--- config.mk ---
export PLATFORM = sky130hd
export DESIGN_NAME = asm_strobe_ctrl
export DESIGN_NICKNAME = d
export VERILOG_FILES = /design/src/rtl/asm_pkg.sv /design/src/rtl/asm_cfg_regs.sv /design/src/rtl/asm_wait_sync.sv /design/src/rtl/asm_seq.sv /design/src/rtl/asm_strobe_ctrl.sv
export SDC_FILE = /design/constraint.sdc
export NUM_CORES = 1
export LEC_CHECK = 0
export ABC_AREA = 1
export CELL_PAD_IN_SITES_DETAIL_PLACEMENT = 0
export CELL_PAD_IN_SITES_GLOBAL_PLACEMENT = 2
export CORE_ASPECT_RATIO = 1.4
export CORE_MARGIN = 2
export CORE_UTILIZATION = 29
export CTS_CLUSTER_SIZE = 16
export DETAILED_ROUTE_END_ITERATION = 10
export GPL_TIMING_DRIVEN = 0
export HOLD_SLACK_MARGIN = 0.05
export PLACE_DENSITY_LB_ADDON = 0.1
export SYNTH_ARGS = -nofsm -noshare
export SYNTH_HDL_FRONTEND = slang
export SYNTH_HIERARCHICAL = 1
export SYNTH_SLANG_ARGS = --single-unit
--- constraint.sdc ---
create_clock -name clk -period 4.4 [get_ports clk]
set_input_delay 0.88 -clock clk [delete_from_list [all_inputs] [get_ports clk]]
set_output_delay 0.88 -clock clk [all_outputs]
set_load 0.05 [all_outputs]
--- src/rtl/asm_pkg.sv ---
package asm_pkg;

  typedef enum logic [2:0] {
    PH_IDLE   = 3'd0,
    PH_SETUP  = 3'd1,
    PH_STROBE = 3'd2,
    PH_EXTEND = 3'd3,
    PH_HOLD   = 3'd4
  } phase_t;

  // six timing fields per region word plus one stretch-enable bit
  localparam int N_TIMING_FIELDS = 6;

  function automatic int rgn_width(input int ph_w);
    return N_TIMING_FIELDS * ph_w + 1;
  endfunction

endpackage

--- src/rtl/asm_cfg_regs.sv ---
module asm_cfg_regs
  import asm_pkg::*;
#(
  parameter int N_REGION = 3,
  parameter int PH_W     = 4,
  parameter int EXT_W    = 8,
  parameter int CFG_W    = 32,
  parameter int CA_W     = 3
) (
  input  logic                                 clk,
  input  logic                                 rst,
  input  logic                                 cfg_we,
  input  logic [CA_W-1:0]                      cfg_addr,
  input  logic [CFG_W-1:0]                     cfg_wdata,
  output logic [CFG_W-1:0]                     cfg_rdata,
  input  logic                                 timeout_set,
  output logic [N_REGION-1:0][rgn_width(PH_W)-1:0] region_cfg,
  output logic [EXT_W-1:0]                     max_ext,
  output logic                                 wait_pol,
  output logic                                 irq
);

  localparam int RGN_W = rgn_width(PH_W);
  localparam logic [CA_W-1:0] A_WAIT = CA_W'(N_REGION);
  localparam logic [CA_W-1:0] A_STAT = CA_W'(N_REGION + 1);

  logic [N_REGION-1:0][RGN_W-1:0] rgn_q;
  logic [EXT_W-1:0] max_q;
  logic             pol_q;
  logic             ien_q;
  logic             flag_q;
  logic             irq_q;

  // one timing word per region
  for (genvar g = 0; g < N_REGION; g++) begin : g_rgn
    always_ff @(posedge clk) begin
      if (rst) begin
        rgn_q[g] <= '0;
      end else if (cfg_we && cfg_addr == CA_W'(g)) begin
        rgn_q[g] <= cfg_wdata[RGN_W-1:0];
      end
    end
  end

  always_ff @(posedge clk) begin
    if (rst) begin
      max_q <= '0;
      pol_q <= 1'b1;
      ien_q <= 1'b0;
    end else if (cfg_we && cfg_addr == A_WAIT) begin
      max_q <= cfg_wdata[EXT_W-1:0];
      pol_q <= cfg_wdata[EXT_W];
      ien_q <= cfg_wdata[EXT_W+1];
    end
  end

  // sticky timeout flag: a new timeout wins over a same-cycle clear
  always_ff @(posedge clk) begin
    if (rst) begin
      flag_q <= 1'b0;
      irq_q  <= 1'b0;
    end else begin
      if (timeout_set) begin
        flag_q <= 1'b1;
      end else if (cfg_we && cfg_addr == A_STAT && cfg_wdata[0]) begin
        flag_q <= 1'b0;
      end
      irq_q <= flag_q & ien_q;
    end
  end

  always_comb begin
    cfg_rdata = '0;
    for (int i = 0; i < N_REGION; i++) begin
      if (cfg_addr == CA_W'(i)) cfg_rdata = CFG_W'(rgn_q[i]);
    end
    if (cfg_addr == A_WAIT) cfg_rdata = CFG_W'({ien_q, pol_q, max_q});
    if (cfg_addr == A_STAT) cfg_rdata = CFG_W'(flag_q);
  end

  assign region_cfg = rgn_q;
  assign max_ext    = max_q;
  assign wait_pol   = pol_q;
  assign irq        = irq_q;

  p_flag_set_r6: assert property (@(posedge clk) disable iff (rst)
    timeout_set |=> flag_q);

  p_flag_clear_r8: assert property (@(posedge clk) disable iff (rst)
    (cfg_we && cfg_addr == A_STAT && cfg_wdata[0] && !timeout_set) |=> !flag_q);

  p_irq_follow_r8: assert property (@(posedge clk) disable iff (rst)
    (flag_q && ien_q) |=> irq);

endmodule

--- src/rtl/asm_wait_sync.sv ---
module asm_wait_sync #(
  parameter int STAGES = 2
) (
  input  logic clk,
  input  logic rst,
  input  logic wait_pin,
  input  logic pol,
  output logic wait_active
);

  logic [STAGES-1:0] sh_q;

  always_ff @(posedge clk) begin
    if (rst) sh_q <= '0;
    else     sh_q <= {sh_q[STAGES-2:0], wait_pin};
  end

  // polarity 1: high means wait; polarity 0: low means wait
  assign wait_active = pol ? sh_q[STAGES-1] : ~sh_q[STAGES-1];

endmodule

--- src/rtl/asm_seq.sv ---
module asm_seq
  import asm_pkg::*;
#(
  parameter int N_REGION = 3,
  parameter int RG_W     = 2,
  parameter int PH_W     = 4,
  parameter int EXT_W    = 8,
  parameter int ADDR_W   = 24,
  parameter int DATA_W   = 16,
  parameter int BE_W     = 2
) (
  input  logic                                     clk,
  input  logic                                     rst,
  input  logic                                     req_valid,
  input  logic                                     req_write,
  input  logic [RG_W-1:0]                          req_region,
  input  logic [ADDR_W-1:0]                        req_addr,
  input  logic [BE_W-1:0]                          req_be,
  input  logic [DATA_W-1:0]                        req_wdata,
  output logic                                     req_ack,
  output logic [DATA_W-1:0]                        req_rdata,
  input  logic [N_REGION-1:0][rgn_width(PH_W)-1:0] region_cfg,
  input  logic [EXT_W-1:0]                         max_ext,
  input  logic                                     wait_active,
  output logic                                     timeout_set,
  output logic [N_REGION-1:0]                      mem_cs_n,
  output logic                                     mem_oe_n,
  output logic                                     mem_we_n,
  output logic [ADDR_W-1:0]                        mem_addr,
  output logic [BE_W-1:0]                          mem_be,
  output logic [DATA_W-1:0]                        mem_wdata,
  output logic                                     mem_wdata_oe,
  input  logic [DATA_W-1:0]                        mem_rdata
);

  localparam int RGN_W = rgn_width(PH_W);
  localparam int O_RS  = 0;
  localparam int O_RT  = PH_W;
  localparam int O_RH  = 2 * PH_W;
  localparam int O_WS  = 3 * PH_W;
  localparam int O_WT  = 4 * PH_W;
  localparam int O_WH  = 5 * PH_W;
  localparam int O_EN  = 6 * PH_W;

  phase_t            phase_q, phase_d;
  logic [PH_W-1:0]   cnt_q, cnt_d;
  logic [EXT_W-1:0]  ext_q, ext_d;
  logic              resumed_q, resumed_d;
  logic              wr_q, wr_d;
  logic [RG_W-1:0]   rg_q, rg_d;
  logic              start, capture, done, tmo;

  logic [RGN_W-1:0]  sel;
  logic [PH_W-1:0]   setup_f, strobe_f, hold_f;
  logic              allowed, wait_eff;
  logic              busy_d, strobe_d;

  // timing word of the active region, fields of the active direction
  always_comb begin
    sel = '0;
    for (int i = 0; i < N_REGION; i++) begin
      if (rg_q == RG_W'(i)) sel = region_cfg[i];
    end
    setup_f  = wr_q ? sel[O_WS +: PH_W] : sel[O_RS +: PH_W];
    strobe_f = wr_q ? sel[O_WT +: PH_W] : sel[O_RT +: PH_W];
    hold_f   = wr_q ? sel[O_WH +: PH_W] : sel[O_RH +: PH_W];
    // cycles = field+1 each, so (fs+1)+(ft+1) > 4  <=>  fs+ft > 2
    allowed  = sel[O_EN] &&
               (({1'b0, setup_f} + {1'b0, strobe_f}) > (PH_W+1)'(2));
  end

  assign wait_eff = wait_active && allowed;

  always_comb begin
    phase_d   = phase_q;
    cnt_d     = cnt_q;
    ext_d     = ext_q;
    resumed_d = resumed_q;
    start     = 1'b0;
    capture   = 1'b0;
    done      = 1'b0;
    tmo       = 1'b0;
    unique case (phase_q)
      PH_IDLE: begin
        if (req_valid && !req_ack) begin
          start     = 1'b1;
          phase_d   = PH_SETUP;
          cnt_d     = '0;
          ext_d     = '0;
          resumed_d = 1'b0;
        end
      end
      PH_SETUP: begin
        if (cnt_q == setup_f) begin
          phase_d = PH_STROBE;
          cnt_d   = '0;
        end else begin
          cnt_d = cnt_q + 1'b1;
        end
      end
      PH_STROBE: begin
        if (cnt_q == strobe_f) begin
          if (wait_eff && !resumed_q) begin
            phase_d = PH_EXTEND;
          end else begin
            phase_d = PH_HOLD;
            cnt_d   = '0;
            capture = 1'b1;
          end
        end else begin
          cnt_d = cnt_q + 1'b1;
        end
      end
      PH_EXTEND: begin
        if (!wait_eff) begin
          // back to the last programmed strobe cycle (cnt still at strobe_f)
          phase_d   = PH_STROBE;
          resumed_d = 1'b1;
        end else if (ext_q == max_ext) begin
          phase_d = PH_HOLD;
          cnt_d   = '0;
          capture = 1'b1;
          tmo     = 1'b1;
        end else begin
          ext_d = ext_q + 1'b1;
        end
      end
      PH_HOLD: begin
        if (cnt_q == hold_f) begin
          phase_d = PH_IDLE;
          cnt_d   = '0;
          done    = 1'b1;
        end else begin
          cnt_d = cnt_q + 1'b1;
        end
      end
      default: phase_d = PH_IDLE;
    endcase
  end

  assign wr_d     = start ? req_write  : wr_q;
  assign rg_d     = start ? req_region : rg_q;
  assign busy_d   = (phase_d != PH_IDLE);
  assign strobe_d = (phase_d == PH_STROBE) || (phase_d == PH_EXTEND);

  always_ff @(posedge clk) begin
    if (rst) begin
      phase_q      <= PH_IDLE;
      cnt_q        <= '0;
      ext_q        <= '0;
      resumed_q    <= 1'b0;
      wr_q         <= 1'b0;
      rg_q         <= '0;
      req_ack      <= 1'b0;
      req_rdata    <= '0;
      timeout_set  <= 1'b0;
      mem_oe_n     <= 1'b1;
      mem_we_n     <= 1'b1;
      mem_addr     <= '0;
      mem_be       <= '0;
      mem_wdata    <= '0;
      mem_wdata_oe <= 1'b0;
    end else begin
      phase_q      <= phase_d;
      cnt_q        <= cnt_d;
      ext_q        <= ext_d;
      resumed_q    <= resumed_d;
      wr_q         <= wr_d;
      rg_q         <= rg_d;
      req_ack      <= done;
      timeout_set  <= tmo;
      mem_oe_n     <= !(strobe_d && !wr_d);
      mem_we_n     <= !(strobe_d && wr_d);
      mem_wdata_oe <= busy_d && wr_d;
      if (start) begin
        mem_addr  <= req_addr;
        mem_be    <= req_be;
        mem_wdata <= req_wdata;
      end
      if (capture && !wr_q) req_rdata <= mem_rdata;
    end
  end

  for (genvar g = 0; g < N_REGION; g++) begin : g_cs
    always_ff @(posedge clk) begin
      if (rst) mem_cs_n[g] <= 1'b1;
      else     mem_cs_n[g] <= !(busy_d && rg_d == RG_W'(g));
    end
  end

  p_one_region_r2: assert property (@(posedge clk) disable iff (rst)
    $onehot0(~mem_cs_n));

  p_strobe_in_select_r1: assert property (@(posedge clk) disable iff (rst)
    (!mem_oe_n || !mem_we_n) |-> !(&mem_cs_n));

  p_strobe_excl_r1: assert property (@(posedge clk) disable iff (rst)
    !(!mem_oe_n && !mem_we_n));

  p_ack_single_r10: assert property (@(posedge clk) disable iff (rst)
    req_ack |=> !req_ack);

  p_addr_hold_r9: assert property (@(posedge clk) disable iff (rst)
    !(&mem_cs_n) |=> ((&mem_cs_n) || $stable(mem_addr)));

  p_ext_cap_r6: assert property (@(posedge clk) disable iff (rst)
    (phase_q == PH_EXTEND) |-> (ext_q <= max_ext));

  p_wait_ignored_r3: assert property (@(posedge clk) disable iff (rst)
    (phase_q == PH_STROBE && !allowed) |=> (phase_q != PH_EXTEND));

endmodule

--- src/rtl/asm_strobe_ctrl.sv ---
module asm_strobe_ctrl
  import asm_pkg::*;
#(
  parameter int N_REGION    = 3,
  parameter int PH_W        = 4,
  parameter int EXT_W       = 8,
  parameter int ADDR_W      = 24,
  parameter int DATA_W      = 16,
  parameter int CFG_W       = 32,
  parameter int SYNC_STAGES = 2,
  localparam int BE_W       = DATA_W / 8,
  localparam int RG_W       = (N_REGION > 1) ? $clog2(N_REGION) : 1,
  localparam int CA_W       = $clog2(N_REGION + 2)
) (
  input  logic                clk,
  input  logic                rst,
  input  logic                cfg_we,
  input  logic [CA_W-1:0]     cfg_addr,
  input  logic [CFG_W-1:0]    cfg_wdata,
  output logic [CFG_W-1:0]    cfg_rdata,
  output logic                irq,
  input  logic                req_valid,
  input  logic                req_write,
  input  logic [RG_W-1:0]     req_region,
  input  logic [ADDR_W-1:0]   req_addr,
  input  logic [BE_W-1:0]     req_be,
  input  logic [DATA_W-1:0]   req_wdata,
  output logic                req_ack,
  output logic [DATA_W-1:0]   req_rdata,
  output logic [N_REGION-1:0] mem_cs_n,
  output logic                mem_oe_n,
  output logic                mem_we_n,
  output logic [ADDR_W-1:0]   mem_addr,
  output logic [BE_W-1:0]     mem_be,
  output logic [DATA_W-1:0]   mem_wdata,
  output logic                mem_wdata_oe,
  input  logic [DATA_W-1:0]   mem_rdata,
  input  logic                mem_wait
);

  localparam int RGN_W = rgn_width(PH_W);

  logic [N_REGION-1:0][RGN_W-1:0] region_cfg;
  logic [EXT_W-1:0] max_ext;
  logic             wait_pol;
  logic             wait_active;
  logic             timeout_set;

  asm_cfg_regs #(
    .N_REGION(N_REGION), .PH_W(PH_W), .EXT_W(EXT_W),
    .CFG_W(CFG_W), .CA_W(CA_W)
  ) u_regs (
    .clk(clk), .rst(rst), .cfg_we(cfg_we), .cfg_addr(cfg_addr),
    .cfg_wdata(cfg_wdata), .cfg_rdata(cfg_rdata), .timeout_set(timeout_set),
    .region_cfg(region_cfg), .max_ext(max_ext), .wait_pol(wait_pol), .irq(irq)
  );

  asm_wait_sync #(.STAGES(SYNC_STAGES)) u_sync (
    .clk(clk), .rst(rst), .wait_pin(mem_wait), .pol(wait_pol),
    .wait_active(wait_active)
  );

  asm_seq #(
    .N_REGION(N_REGION), .RG_W(RG_W), .PH_W(PH_W), .EXT_W(EXT_W),
    .ADDR_W(ADDR_W), .DATA_W(DATA_W), .BE_W(BE_W)
  ) u_seq (
    .clk(clk), .rst(rst),
    .req_valid(req_valid), .req_write(req_write), .req_region(req_region),
    .req_addr(req_addr), .req_be(req_be), .req_wdata(req_wdata),
    .req_ack(req_ack), .req_rdata(req_rdata),
    .region_cfg(region_cfg), .max_ext(max_ext), .wait_active(wait_active),
    .timeout_set(timeout_set),
    .mem_cs_n(mem_cs_n), .mem_oe_n(mem_oe_n), .mem_we_n(mem_we_n),
    .mem_addr(mem_addr), .mem_be(mem_be), .mem_wdata(mem_wdata),
    .mem_wdata_oe(mem_wdata_oe), .mem_rdata(mem_rdata)
  );

endmodule

==> results.md, run 1 <==
- Run status: complete, no violations
- Fin util: 39.04%
- Yosys reg bits: 174
- Antenna Diode Count: 0
- PostCTS Resize Cnt: 2
- Row cnt: 76
- DR WL/cell: 16.85 um
- Via count: 9221
- Final Skew: 0.008724 ns
- Core Box Area: 0.03062 mm^2
- Routability cong.: 0.8593
- Clock Sinks: 174
- VDD IR max: 0.2637 mV
- Num CTS Buffers: 17
- Crit path time final: 4.297 ns
- P&R area growth vs syn: 33.31%
- Die H: 212.1 um
- Post-CTS Setup Inserts: 0
- Initial antenna violation count: 0
- Post-DP HPWL: 26210 um
- Drt total wl: 34320 um
- Place WS: -0.007472 ns
- Via density: 4.527
- Pleak: 0.005480 uW
- Register area share after synthesis: 38.84%
- Crit end category: primary output
- Cell Area, Synth: 0.008967 mm^2
- Post-route ant nets: 0
- Yosys cell types: 40
- H-tree lvl count: 4
- Slew HR: 42.56%
- WP data arrival: 3.42 ns
- Post-synth EDFFs: 0
- Total power: 6185 uW
- Num ports: 199
- Post-Synthesis Cells: 1427
- Commonest non-fill, non-tap cell in the layout: nand2_1
- WHS: 0.4102 ns
- Post-route DRC: 0
- Initial Utilization: 29.29%
- FF-to-FF setup slack: 0.66 ns
- Later-pin clock latency in the skew report: 0.46 ns
- Max-cap violation count: 0
- IO buf count: 183
- Most frequent cells in the layout: nand2_1 (410), nor2_1 (275), dfxtp_1 (174)
- Syn Area/Cell: 6.284 um^2
- Final setup margin: 0.1035 ns
- Remaining global-route overflow: 0
- GRT Total Usage: 21.09%
- Critical Path RT: 3.52 ns
- CTS root buf: clkbuf_16
- Finish-stage setup viols: 0
- DR iter-0 viols: 416
- Crit path launch type: input port
- DIE WIDTH: 152.6 um
- Hold Path Class: flop to flop
- RSZ-0062 raised after global routing: no
- Final Cycle Share: 97.65%
- Fin. max-slew vios: 0
- Worst-Margin Slew: 0.8550 ns
- Vias in the first global route: 8821
- Synth warn: 6
- Layout cells sized above 1: 6.679%
- Crit Path Class: input port to primary output
- Final net count: 1742
- Power density cells: 517.4 mW/mm^2
- Largest net degree at the start of global routing: 18
- Full die area: 0.03236 mm^2
- Global-route wire length before repair: 51650 um
- Clk slew on worst S/H paths: 0.07 ns
- Ys async rst share: 0%
- Pre-antenna DRT Iters: 7
- CTS tree: yes
- Final hold vios: 0
- CTS Hold Buffers Added: 0
- CP Max Fanout: 10
- Deepest clock path buffer count: 2
- Fillers: 3362
- Maximum clock frequency: 0.2327 GHz
- Synth Flop Type: dfxtp_1
where the power goes:
part	leakage [uW]	internal, uW	total (uW)	switching [uW]
Combinational	0.00376	826	2620	1800
Clock	0.000303	893	1640	744
Sequential	0.00142	1780	1930	144
Total	0.00548	3500	6180	2690
Yosys cell counts (8+ instances only):
master    instances  area, um^2
nor2_1          275        1032
buf_4             9       67.56
a21oi_1          53       265.3
clkbuf_1         25       93.84
nand2_2           9       56.30
nand4_1          13       81.33
o21ai_0          64       320.3
inv_1           166       623.1
dfxtp_1         174        3483
buf_2            27       135.1
nor3_1           11       55.05
nand2_1         410        1539
nand3_1         113       565.5
buf_6             8       90.09
o211ai_1         15       112.6
final timing paths:
check,startpoint,endpoint,cells after the start
setup / recovery,cfg_addr[2],cfg_rdata[22],6
hold / removal,u_sync/sh_q[0]$_SDFF_PP0_,u_sync/sh_q[1]$_SDFF_PP0_,2
setup reg to reg,u_seq/rg_q[1]$_SDFF_PP0_,u_seq/mem_cs_n[2]$_SDFF_PP1_,21
hold reg to reg,u_sync/sh_q[0]$_SDFF_PP0_,u_sync/sh_q[1]$_SDFF_PP0_,2
area by class of cell:
class / count / area, um^2 / share of cell area (%)
tap: 390 / 488.0 / 4.082
buffer: 74 / 405.4 / 3.391
multi-input combinational: 1012 / 4458 / 37.29
inverter: 172 / 645.6 / 5.401
timing repair buffer: 183 / 1856 / 15.52
sequential: 174 / 3483 / 29.14
clock inverter: 13 / 165.2 / 1.382
clock buffer: 19 / 452.9 / 3.789
routing by layer:
layer / GRT usage, % / vias up / wire [um]
met3: 4.097 / 55 / 1560
met4: 8.972 / 0 / 1214
met2: 39.43 / 239 / 17720
li1: - / 4808 / -
met1: 23.17 / 4119 / 13820
met5: 0 / - / 0
critical path, stage by stage:
cell             delay [ns]
clkdlybuf4s50_1        0.60
nor2_2                 0.30
nand2_1                0.15
clkbuf_1               0.34
o211ai_1               0.30
clkdlybuf4s50_1        0.84
per-stage QoR:
step	cell area, um^2	instances	setup TNS (ns)
final	11950	2037	0
after global routing	11950	2037	0
after floorplan	8990	1433	0
after global placement	11310	2006	-0.01464
after CTS	11930	2037	0
after detailed placement	11310	2006	-0.007472
logic make-up after synthesis:
kind of cell / after synthesis / share of synthesized area (%)
AOI/OAI and AO/OA: 140 / 8.442
xor gates and xnor gates: 4 / 0.3906
adders and majority gates: 7 / 1.060
buffers and inverters: 247 / 11.76
DFF: 174 / 38.84
other: 1 / 0.04182
and+or+nand+nor: 854 / 39.46
state kept, by name, indices dropped and copies added (netlist names), 3 cells and up:
register and count:
u_seq/phase_q 3, u_seq/mem_wdata 16, u_seq/cnt_q 4, u_seq/req_rdata 16, u_seq/ext_q 8, u_regs/max_ext 8, u_regs/region_cfg 75, u_seq/mem_addr 24
u_seq/mem_cs_n 3
Power figures use the tool's default switching activity.
==> run 2: changes to the inputs <==
--- a/config.mk
+++ b/config.mk
@@ -10,9 +10,10 @@
 export CELL_PAD_IN_SITES_GLOBAL_PLACEMENT = 2
 export CORE_ASPECT_RATIO = 1.4
 export CORE_MARGIN = 2
-export CORE_UTILIZATION = 29
+export CORE_UTILIZATION = 36
 export CTS_CLUSTER_SIZE = 16
 export DETAILED_ROUTE_END_ITERATION = 10
+export DONT_BUFFER_PORTS = 1
 export GPL_TIMING_DRIVEN = 0
 export HOLD_SLACK_MARGIN = 0.05
 export PLACE_DENSITY_LB_ADDON = 0.1
==> results.md, run 2 (synthesized netlist as in run 1, its figures left out) <==
- Via count: 8589
- Max reg flops: 75
- Critical Path RT: 4.78 ns
- Post-route DRC: 0
- CP Max Fanout: 10
- Drt total wl: 31190 um
- CTS root buf: clkbuf_16
- Crit path launch type: flop
- Combinational power share: 29.8%
- Finish-stage setup viols: 0
- Final hold vios: 0
- HP Start: u_sync/sh_q[0]$_SDFF_PP0_
- Max-cap violation count: 0
- FF-to-FF End: u_seq/mem_cs_n[1]$_SDFF_PP1_
- H-tree lvl count: 4
- Num CTS Buffers: 17
- PostCTS Resize Cnt: 0
- Hold Path Class: flop to flop
- CTS Hold Buffers Added: 0
- Largest net degree at the start of global routing: 17
- Vias in the first global route: 8308
- R2R depth: 21
- Crit end category: flop
- Routability cong.: 0.8623
- Fin util: 40.66%
- Crit path time final: 3.590 ns
- Deepest clock path buffer count: 2
- Critical path's largest stage delay: 0.59 ns
- Initial Utilization: 36.47%
- Initial antenna violation count: 0
- Most frequent cells in the layout: nand2_1 (410), nor2_1 (275), dfxtp_1 (174)
- Clock Sinks: 174
- Final Cycle Share: 81.58%
- Final net count: 1560
- DR WL/cell: 17.52 um
- Antenna Diode Count: 0
- Crit Path Class: flop to flop
- CTS tree: yes
- Clk slew on worst S/H paths: 0.07 ns
- Run status: complete, no violations
- P&R area growth vs syn: 11.50%
- Hold endpoint: u_sync/sh_q[1]$_SDFF_PP0_
- DR iter-0 viols: 493
- Flop pwr share: 42.5%
- Maximum clock frequency: 0.2786 GHz
- Final Skew: 0.01046 ns
- Later-pin clock latency in the skew report: 0.44 ns
- Final setup margin: 0.8105 ns
- Clock Power Share: 27.7%
- Global-route wire length before repair: 47220 um
- Via density: 4.825
- Switching part of the total: 44.35%
- GRT Total Usage: 24.20%
- Remaining global-route overflow: 0
- Final Cell Area: 0.009998 mm^2
- Crit Reg-Reg Startpoint: u_seq/rg_q[1]$_SDFF_PP0_
- Fin. max-slew vios: 0
- Layout cells sized above 1: 7.509%
- Core Box Area: 0.02459 mm^2
- FF-to-FF setup slack: 0.81 ns
- VDD IR max: 0.3044 mV
- DIE WIDTH: 137.4 um
- Die H: 190.7 um
- Post-CTS Setup Inserts: 0
- Psw: 2549 uW
- Power density cells: 574.8 mW/mm^2
- Pleak: 0.004606 uW
- IO buf count: 0
- Total negative setup slack: 0 ns
- Full die area: 0.02621 mm^2
- Worst-Margin Slew: 1.121 ns
- Slew HR: 24.91%
- CP cell instances: inv_2, buf_6, buf_6, nand2_1, nand2_1, nand2_1, nand2_1, ha_1, fa_1, a21o_1, nor2_1, nand2_1, nand3_1, nand2_1, o21ai_2, inv_1, nand2_2, nand3_2, nor2_2, nand2_2, nand2_1
- WHS Path Cells: 2
- Fillers: 2791
- Post-placement cell area: 0.009384 mm^2
- WP data arrival: 3.97 ns
- CP top delay family: simple AND/OR/NAND/NOR gates
- Worst path bufs/invs: 4
- Cell with the biggest individual delay on the critical path: dfxtp_1
- Most used cell, CP: nand2_1
- Post-DP HPWL: 23590 um
- Pre-antenna DRT Iters: 5
- Design internal power: 3198 uW
- Row cnt: 68
- Num ports: 199
- Commonest non-fill, non-tap cell in the layout: nand2_1
- Place WS: 0.8356 ns
- Post-route ant nets: 0
- RSZ-0062 raised after global routing: no
==> run 2: cell type report <==
class | instances | area, um^2 | area share [%]
plain buffers | 75 | 409.1 | 4.092
clock buffers | 20 | 466.7 | 4.668
clock inverters | 12 | 147.6 | 1.477
inverters | 172 | 645.6 | 6.457
multi-input cells | 1012 | 4452 | 44.53
flip-flops and latches | 174 | 3483 | 34.84
well taps | 315 | 394.1 | 3.942
==> run 2: how the worst max path moves through the flow <==
stage	startpoint	endpoint	slack, ns	cells after the start
4_1_cts	u_seq/rg_q[1]$_SDFF_PP0_	u_seq/mem_cs_n[1]$_SDFF_PP1_	0.81	21
6_report	u_seq/rg_q[1]$_SDFF_PP0_	u_seq/mem_cs_n[1]$_SDFF_PP1_	0.81	21
5_1_grt	u_seq/rg_q[1]$_SDFF_PP0_	u_seq/mem_cs_n[0]$_SDFF_PP1_	0.52	21
2_1_floorplan	cfg_addr[0]	cfg_rdata[1]	1.37	7
3_5_place_dp	u_seq/rg_q[1]$_SDFF_PP0_	u_seq/req_rdata[14]$_SDFFE_PP0P_	0.84	20
3_3_place_gp	u_seq/rg_q[1]$_SDFF_PP0_	u_seq/req_rdata[14]$_SDFFE_PP0P_	0.82	20
==> run 2: stage by stage <==
step / hold WS, ns / cells / power (uW)
floorplan: 0.3883 / 1433 / 3691
global placement: 0.3908 / 1748 / 4189
detailed placement: 0.3956 / 1748 / 4196
CTS: 0.4053 / 1780 / 5799
global route: 0.4483 / 1780 / 6107
finish: 0.4061 / 1780 / 5747
==> run 2: worst min-delay path, stage by stage (launching register included) <==
cell     delay, ns
dfxtp_1       0.30
inv_1         0.04
nor2_1        0.03
==> run 2: per-layer routing <==
| layer | part of all wire, % | global-route usage [%] | routed length [um] |
|---|---|---|---|
| met1 | 42 | 28.03 | 12950 |
| met2 | 51 | 43.51 | 15770 |
| met3 | 5.8 | 5.954 | 1823 |
| met4 | 2.1 | 6.979 | 650 |
| met5 | 0 | 0 | 0 |
==> run 2: power by group through the flow <==
| stage | combinational (uW) | sequential [uW] | clock (uW) |
|---|---|---|---|
| 2_1_floorplan | 1270 | 2420 | 0 |
| 3_3_place_gp | 1700 | 2480 | 0 |
| 3_5_place_dp | 1710 | 2480 | 0 |
| 4_1_cts | 1720 | 2450 | 1630 |
| 5_1_grt | 1930 | 2470 | 1700 |
| 6_report | 1710 | 2440 | 1590 |
